--- src/rtl/tmr_prescale_pkg.sv ---
`timescale 1ns/1ps
package tmr_prescale_pkg;

  // Clock-select codes; the numeric values are part of the block's contract.
  typedef enum logic [2:0] {
    SEL_OFF      = 3'd0,
    SEL_SYS      = 3'd1,
    SEL_DIV8     = 3'd2,
    SEL_DIV64    = 3'd3,
    SEL_DIV256   = 3'd4,
    SEL_DIV1024  = 3'd5,
    SEL_PIN_FALL = 3'd6,
    SEL_PIN_RISE = 3'd7
  } clk_sel_e;

  localparam int NUM_TAPS   = 4;
  localparam int TAP_IDX_W  = $clog2(NUM_TAPS);
  localparam int WARM_CYC   = 2;   // cycles before the edge detector is trusted

  // log2 of the divisor for each tap, lowest divisor first.
  function automatic int tap_log2(input int idx);
    case (idx)
      0:       return 3;
      1:       return 6;
      2:       return 8;
      default: return 10;
    endcase
  endfunction

  // A tap is due when the low tap_log2 bits of the divider are all zero.
  function automatic logic tap_is_due(input int unsigned cnt, input int lg);
    int unsigned mask;
    mask = (32'd1 << lg) - 32'd1;
    return (cnt & mask) == 32'd0;
  endfunction

  // Map a tap select code onto its tap index.
  function automatic logic [TAP_IDX_W-1:0] tap_index(input clk_sel_e sel);
    logic [2:0] off;
    off = 3'(sel) - 3'(SEL_DIV8);
    return off[TAP_IDX_W-1:0];
  endfunction

  function automatic logic is_tap_sel(input clk_sel_e sel);
    return (sel >= SEL_DIV8) && (sel <= SEL_DIV1024);
  endfunction

endpackage

--- src/rtl/tmr_prescale_div.sv ---
`timescale 1ns/1ps
module tmr_prescale_div
  import tmr_prescale_pkg::*;
#(
  parameter int CNT_W = 10
) (
  input  logic                clk,
  input  logic                rst,
  input  logic                clr,
  output logic [NUM_TAPS-1:0] tap_due_o
);

  logic [CNT_W-1:0] cnt_q;
  logic             restart;

  assign restart = rst | clr;

  // Free-running divider: only reset or the prescaler clear touch its phase.
  always_ff @(posedge clk) begin
    if (restart) cnt_q <= '0;
    else         cnt_q <= cnt_q + 1'b1;
  end

  for (genvar k = 0; k < NUM_TAPS; k++) begin : g_tap
    assign tap_due_o[k] = tap_is_due(32'(cnt_q), tap_log2(k));
  end

  // the divider advances by one on every edge without a clear
  a_r3_free_run: assert property (@(posedge clk) disable iff (rst)
    !clr |=> cnt_q == $past(cnt_q) + 1'b1);

  // after a clear every tap is due at once
  a_r5_clear_phase: assert property (@(posedge clk) disable iff (rst)
    clr |=> tap_due_o == '1);

  for (genvar k = 1; k < NUM_TAPS; k++) begin : g_nest
    // a slower tap only fires on a cycle where every faster tap fires
    a_r3_tap_nested: assert property (@(posedge clk) disable iff (rst)
      tap_due_o[k] |-> tap_due_o[k-1]);
  end

endmodule

--- src/rtl/tmr_pin_edge.sv ---
`timescale 1ns/1ps
module tmr_pin_edge
  import tmr_prescale_pkg::*;
(
  input  logic clk,
  input  logic rst,
  input  logic pin,
  output logic rise_o,
  output logic fall_o
);

  localparam int WARM_W = $clog2(WARM_CYC + 1);

  logic              smp_n;    // falling-edge capture (half-cycle stage)
  logic              sync_q;   // rising-edge synchronized value
  logic              prev_q;   // previous synchronized value
  logic [WARM_W-1:0] warm_q;
  logic              armed;

  always_ff @(negedge clk) begin
    if (rst) smp_n <= 1'b0;
    else     smp_n <= pin;
  end

  always_ff @(posedge clk) begin
    if (rst) begin
      sync_q <= 1'b0;
      prev_q <= 1'b0;
      warm_q <= '0;
    end else begin
      sync_q <= smp_n;
      prev_q <= sync_q;
      if (warm_q != WARM_W'(WARM_CYC)) warm_q <= warm_q + 1'b1;
    end
  end

  // Both history stages hold real pin samples only once warm-up is done.
  assign armed  = (warm_q == WARM_W'(WARM_CYC));
  assign rise_o = armed &  sync_q & ~prev_q;
  assign fall_o = armed & ~sync_q &  prev_q;

  // one edge kind at a time
  a_r6_one_kind: assert property (@(posedge clk) disable iff (rst)
    $onehot0({rise_o, fall_o}));

  // a detected edge is never reported on two consecutive cycles
  a_r6_rise_single: assert property (@(posedge clk) disable iff (rst)
    rise_o |=> !rise_o);
  a_r6_fall_single: assert property (@(posedge clk) disable iff (rst)
    fall_o |=> !fall_o);

  // the first cycle after reset release never reports an edge
  a_r8_quiet_release: assert property (@(posedge clk) disable iff (rst)
    $fell(rst) |-> !rise_o && !fall_o);

endmodule

--- src/rtl/tmr_clk_select.sv ---
`timescale 1ns/1ps
module tmr_clk_select
  import tmr_prescale_pkg::*;
(
  input  logic                clk,
  input  logic                rst,
  input  logic [2:0]          sel_i,
  input  logic [NUM_TAPS-1:0] tap_due_i,
  input  logic                rise_i,
  input  logic                fall_i,
  output logic                stb_o
);

  clk_sel_e sel;
  logic     pick;
  logic     stb_q;

  assign sel = clk_sel_e'(sel_i);

  always_comb begin
    pick = 1'b0;
    case (sel)
      SEL_OFF:      pick = 1'b0;
      SEL_SYS:      pick = 1'b1;
      SEL_PIN_FALL: pick = fall_i;
      SEL_PIN_RISE: pick = rise_i;
      default:      pick = is_tap_sel(sel) ? tap_due_i[tap_index(sel)] : 1'b0;
    endcase
  end

  always_ff @(posedge clk) begin
    if (rst) stb_q <= 1'b0;
    else     stb_q <= pick;
  end

  assign stb_o = stb_q;

  // a stopped channel stays silent
  a_r1_off_silent: assert property (@(posedge clk) disable iff (rst)
    sel == SEL_OFF |=> !stb_o);

  // full-rate select strobes on the next cycle
  a_r2_sys_rate: assert property (@(posedge clk) disable iff (rst)
    sel == SEL_SYS |=> stb_o);

  // an opposite-polarity edge produces nothing
  a_r6_wrong_edge: assert property (@(posedge clk) disable iff (rst)
    (sel == SEL_PIN_RISE && fall_i) |=> !stb_o);

endmodule

--- src/rtl/tmr_prescale_hub.sv ---
`timescale 1ns/1ps
module tmr_prescale_hub
  import tmr_prescale_pkg::*;
#(
  parameter int NCH   = 2,
  parameter int CNT_W = 10
) (
  input  logic                clk,
  input  logic                rst,
  input  logic                presc_clr,
  input  logic [NCH-1:0][2:0] clk_sel,
  input  logic [NCH-1:0]      ext_pin,
  output logic [NCH-1:0]      cnt_en
);

  logic [NUM_TAPS-1:0] tap_due;
  logic [NCH-1:0]      pin_rise;
  logic [NCH-1:0]      pin_fall;

  tmr_prescale_div #(.CNT_W(CNT_W)) u_div (
    .clk       (clk),
    .rst       (rst),
    .clr       (presc_clr),
    .tap_due_o (tap_due)
  );

  for (genvar c = 0; c < NCH; c++) begin : g_ch
    tmr_pin_edge u_edge (
      .clk    (clk),
      .rst    (rst),
      .pin    (ext_pin[c]),
      .rise_o (pin_rise[c]),
      .fall_o (pin_fall[c])
    );

    tmr_clk_select u_sel (
      .clk       (clk),
      .rst       (rst),
      .sel_i     (clk_sel[c]),
      .tap_due_i (tap_due),
      .rise_i    (pin_rise[c]),
      .fall_i    (pin_fall[c]),
      .stb_o     (cnt_en[c])
    );
  end

  // outputs are low in the cycle after a reset edge
  a_r8_reset_quiet: assert property (@(posedge clk)
    rst |=> cnt_en == '0);

endmodule

--- config.mk ---
export PLATFORM = sky130hd
export DESIGN_NAME = tmr_prescale_hub
export DESIGN_NICKNAME = d
export VERILOG_FILES = /design/src/rtl/tmr_prescale_pkg.sv /design/src/rtl/tmr_prescale_div.sv /design/src/rtl/tmr_pin_edge.sv /design/src/rtl/tmr_clk_select.sv /design/src/rtl/tmr_prescale_hub.sv
export SDC_FILE = /design/constraint.sdc
export NUM_CORES = 1
export LEC_CHECK = 0
export BUFFER_PORTS_ARGS = -buffer_cell sky130_fd_sc_hd__buf_2
export CORE_UTILIZATION = 54
export DETAILED_ROUTE_END_ITERATION = 6
export GPL_ROUTABILITY_DRIVEN = 0
export MAX_ROUTING_LAYER = met4
export PLACE_DENSITY = 0.83
export SYNTH_ARGS = -nofsm -noshare
export SYNTH_HDL_FRONTEND = slang
export SYNTH_SLANG_ARGS = --single-unit
--- constraint.sdc ---
create_clock -name clk -period 2.05 [get_ports clk]
set_input_delay 0.1025 -clock clk [delete_from_list [all_inputs] [get_ports clk]]
set_output_delay 0.1025 -clock clk [all_outputs]
set_load 0.03 [all_outputs]
==> run metrics <==
Place WS=0.503 ns; CP arrival=1.77 ns; Cell Rows=14; die area=just under 2000 sq um; Slew Viols, Final=0; startpoint types=flop; layout cells sized above 1=0.139; maximum vdd drop=between 500 and 600 uV; grt ovf=0; Tightest Pin Transition=0.354 ns; via count of the first global-routing pass=slightly below 700; CTS Buf Count=3; Routed WL=between 1.5 and 2 mm; I/O pin count=13; fmax=between 0.6 and 0.7 GHz; Mapped Nets=122; global-route wire length before repair=roughly 2.8 mm; Die X=44.0 microns; worst-path cell chain=nor2b_1; power density over the cells=around 900 nW/um^2; Post-CTS Setup Bufs=0; remaining antenna violation count after routing=0; post-cts resize count=0; Hold Slack=0.123 ns; worst skew pair latency=0.35 ns; DRT iter0 DRCs=19; Via density=approximately 5.5; Area Growth Syn to Fin=13.6%; Setup violations, final=0; Yosys cell types=25; 1st-pass router iterations=6; P_leak=approximately 0.49 nW; YS warnings=0; initial antenna violation count=0; Tot Pwr=0.978 mW; Critical Path End Type=flop; Clock Skews=0.0567 ns; Synth Area per Inst=8.89 sq um; largest net degree at the start of global routing=15; htree depth=1; Tmin final=around 1.6 ns; maximum buffer depth of the clock tree=2; CTS tree=yes; WS Path Type=flop to flop; post-synthesis sequential area ratio=0.463; CP max-delay cell=dfxtp_1; Reg clk slew, reported paths=about 0.12 ns; RSZ-0062 raised after global routing=false; Mapped Cells=107; family with the most delay on the worst path=flip-flops; die height=44.0 microns; crit-path max cell delay=0.29 ns; DRC Markers=0; n_diodes=0; Initial Util=0.603; crit path buf inv count=0; max_slew headroom=0.764; Synth Register Bits=22; fin nets=138; routed via count=763; Final Cycle Share=0.772; port buffer count=12; EDFF count, synth=0; worst-path fanout max=1; clock sink count=22; core area=1580 sq um; setup ws final=0.467 ns; Root Buffer=clkbuf_4; Top FF cell, synth=dfxtp_1; Mapped Area=951 sq um; Fin Setup TNS=0 ns; Worst EP required=2.24 ns; Post-synth ARST share=0; Fin. Hold Viols=0; WL per Instance=11.4 microns; HPWL after DPL=about 1.1 mm; All-Layer GR Usage=0.197; run status=complete, no violations; max-cap violations=0; worst hold path class=primary input to flop
-- layout make-up --
type	instances	area (sq um)
Fill cell	133	497
Clock buffer	4	47.5
Timing Repair Buffer	14	80.1
Inverter	7	26.3
Clock inverter	2	7.51
Tap cell	16	20.0
Sequential cell	22	440
Multi-Input combinational cell	73	458
-- metal layers --
| layer | share of wire | track usage | wire length (microns) | vias to the layer above |
|---|---|---|---|---|
| li1 | - | - | - | 386 |
| met4 | 0.0083 | 0.0545 | 13 | 0 |
| met1 | 0.49 | 0.231 | 762 | 349 |
| met2 | 0.46 | 0.331 | 718 | 26 |
| met5 | 0 | - | 0 | - |
| met3 | 0.048 | 0.0500 | 75 | 2 |
-- stage by stage --
stage,util,cell area (sq um),instances
after global routing,0.685,1080,138
after detailed placement,0.640,1010,131
after global placement,0.640,1010,131
after floorplan,-,951,107
after CTS,0.679,1070,137
final,0.685,1080,138
-- layout by cell type, fill, tap and decap left out --
| cell type | n |
|---|---|
| dfxtp_1 | 22 |
| nor2_1 | 18 |
| buf_2 | 12 |
| inv_1 | 9 |
| xor2_1 | 9 |
| nor2b_1 | 6 |
| nand2_1 | 6 |
| a21oi_1 | 4 |
| ha_1 | 4 |
| nand3_1 | 3 |
| clkbuf_4 | 3 |
| nor3b_1 | 2 |
| o211ai_1 | 2 |
| a211o_1 | 2 |
| or3_1 | 2 |
| o21ai_0 | 2 |
| o22a_1 | 2 |
| a31oi_1 | 2 |
| nand4_1 | 2 |
| and3_1 | 2 |
| dlygate4sd3_1 | 2 |
| or3_4 | 1 |
| nand2b_1 | 1 |
| or2_1 | 1 |
| xnor2_1 | 1 |
| and4_1 | 1 |
| clkbuf_16 | 1 |
-- cell families (layout without fill, tap and decap cells) --
| logic type | count (synthesis) | in the layout | share of synthesized area |
|---|---|---|---|
| buffers and inverters | 12 | 27 | 0.0553 |
| adder cells (fa/ha/maj) | 4 | 4 | 0.0526 |
| AO/OA/AOI/OAI | 14 | 14 | 0.0974 |
| flip-flops | 22 | 22 | 0.463 |
| AND/OR/NAND/NOR | 45 | 45 | 0.239 |
| XOR/XNOR | 10 | 10 | 0.0921 |
-- path summary, 6_finish.rpt --
| path | to | cells after the start | from | slack (ns) |
|---|---|---|---|---|
| setup / recovery | g_ch[1].u_edge.sync_q | 1 | g_ch[1].u_edge.smp_n | 0.47 |
| hold / removal | g_ch[1].u_sel.stb_o | 3 | clk_sel[5] | 0.12 |
| setup reg to reg | g_ch[1].u_edge.sync_q | 1 | g_ch[1].u_edge.smp_n | 0.47 |
| hold reg to reg | g_ch[0].u_edge.prev_q | 1 | g_ch[0].u_edge.sync_q | 0.50 |
-- flip-flops by register name, summed over array words and instances (netlist names) --
signal              cells
g_ch.u_edge.prev_q      2
g_ch.u_edge.sync_q      2
g_ch.u_edge.smp_n       2
u_div.cnt_q            10
g_ch.u_sel.stb_o        2
g_ch.u_edge.warm_q      4
-- timing repair --
action,in CTS,in global routing
hold endpoints to repair,1,1
endpoints found under the setup margin,0,0
hold buffers,1,1
-- cell usage after synthesis, types with 3 or more instances --
| master | instances | area, sq um |
|---|---|---|
| nor2_1 | 18 | 67.6 |
| ha_1 | 4 | 50.1 |
| inv_1 | 8 | 30.0 |
| nand3_1 | 3 | 15.0 |
| xor2_1 | 9 | 78.8 |
| dfxtp_1 | 22 | 440 |
| a21oi_1 | 4 | 20.0 |
| nor2b_1 | 6 | 37.5 |
| nand2_1 | 6 | 22.5 |
-- report_power, final --
part / total (mW) / switching [mW] / leakage, nW / internal, mW
sequential: 0.504 / 0.0267 / 0.180 / 0.477
clock: 0.282 / 0.128 / 0.0368 / 0.153
combinational: 0.192 / 0.106 / 0.271 / 0.0859
total: 0.978 / 0.261 / 0.488 / 0.717
Power figures use the tool's default switching activity.
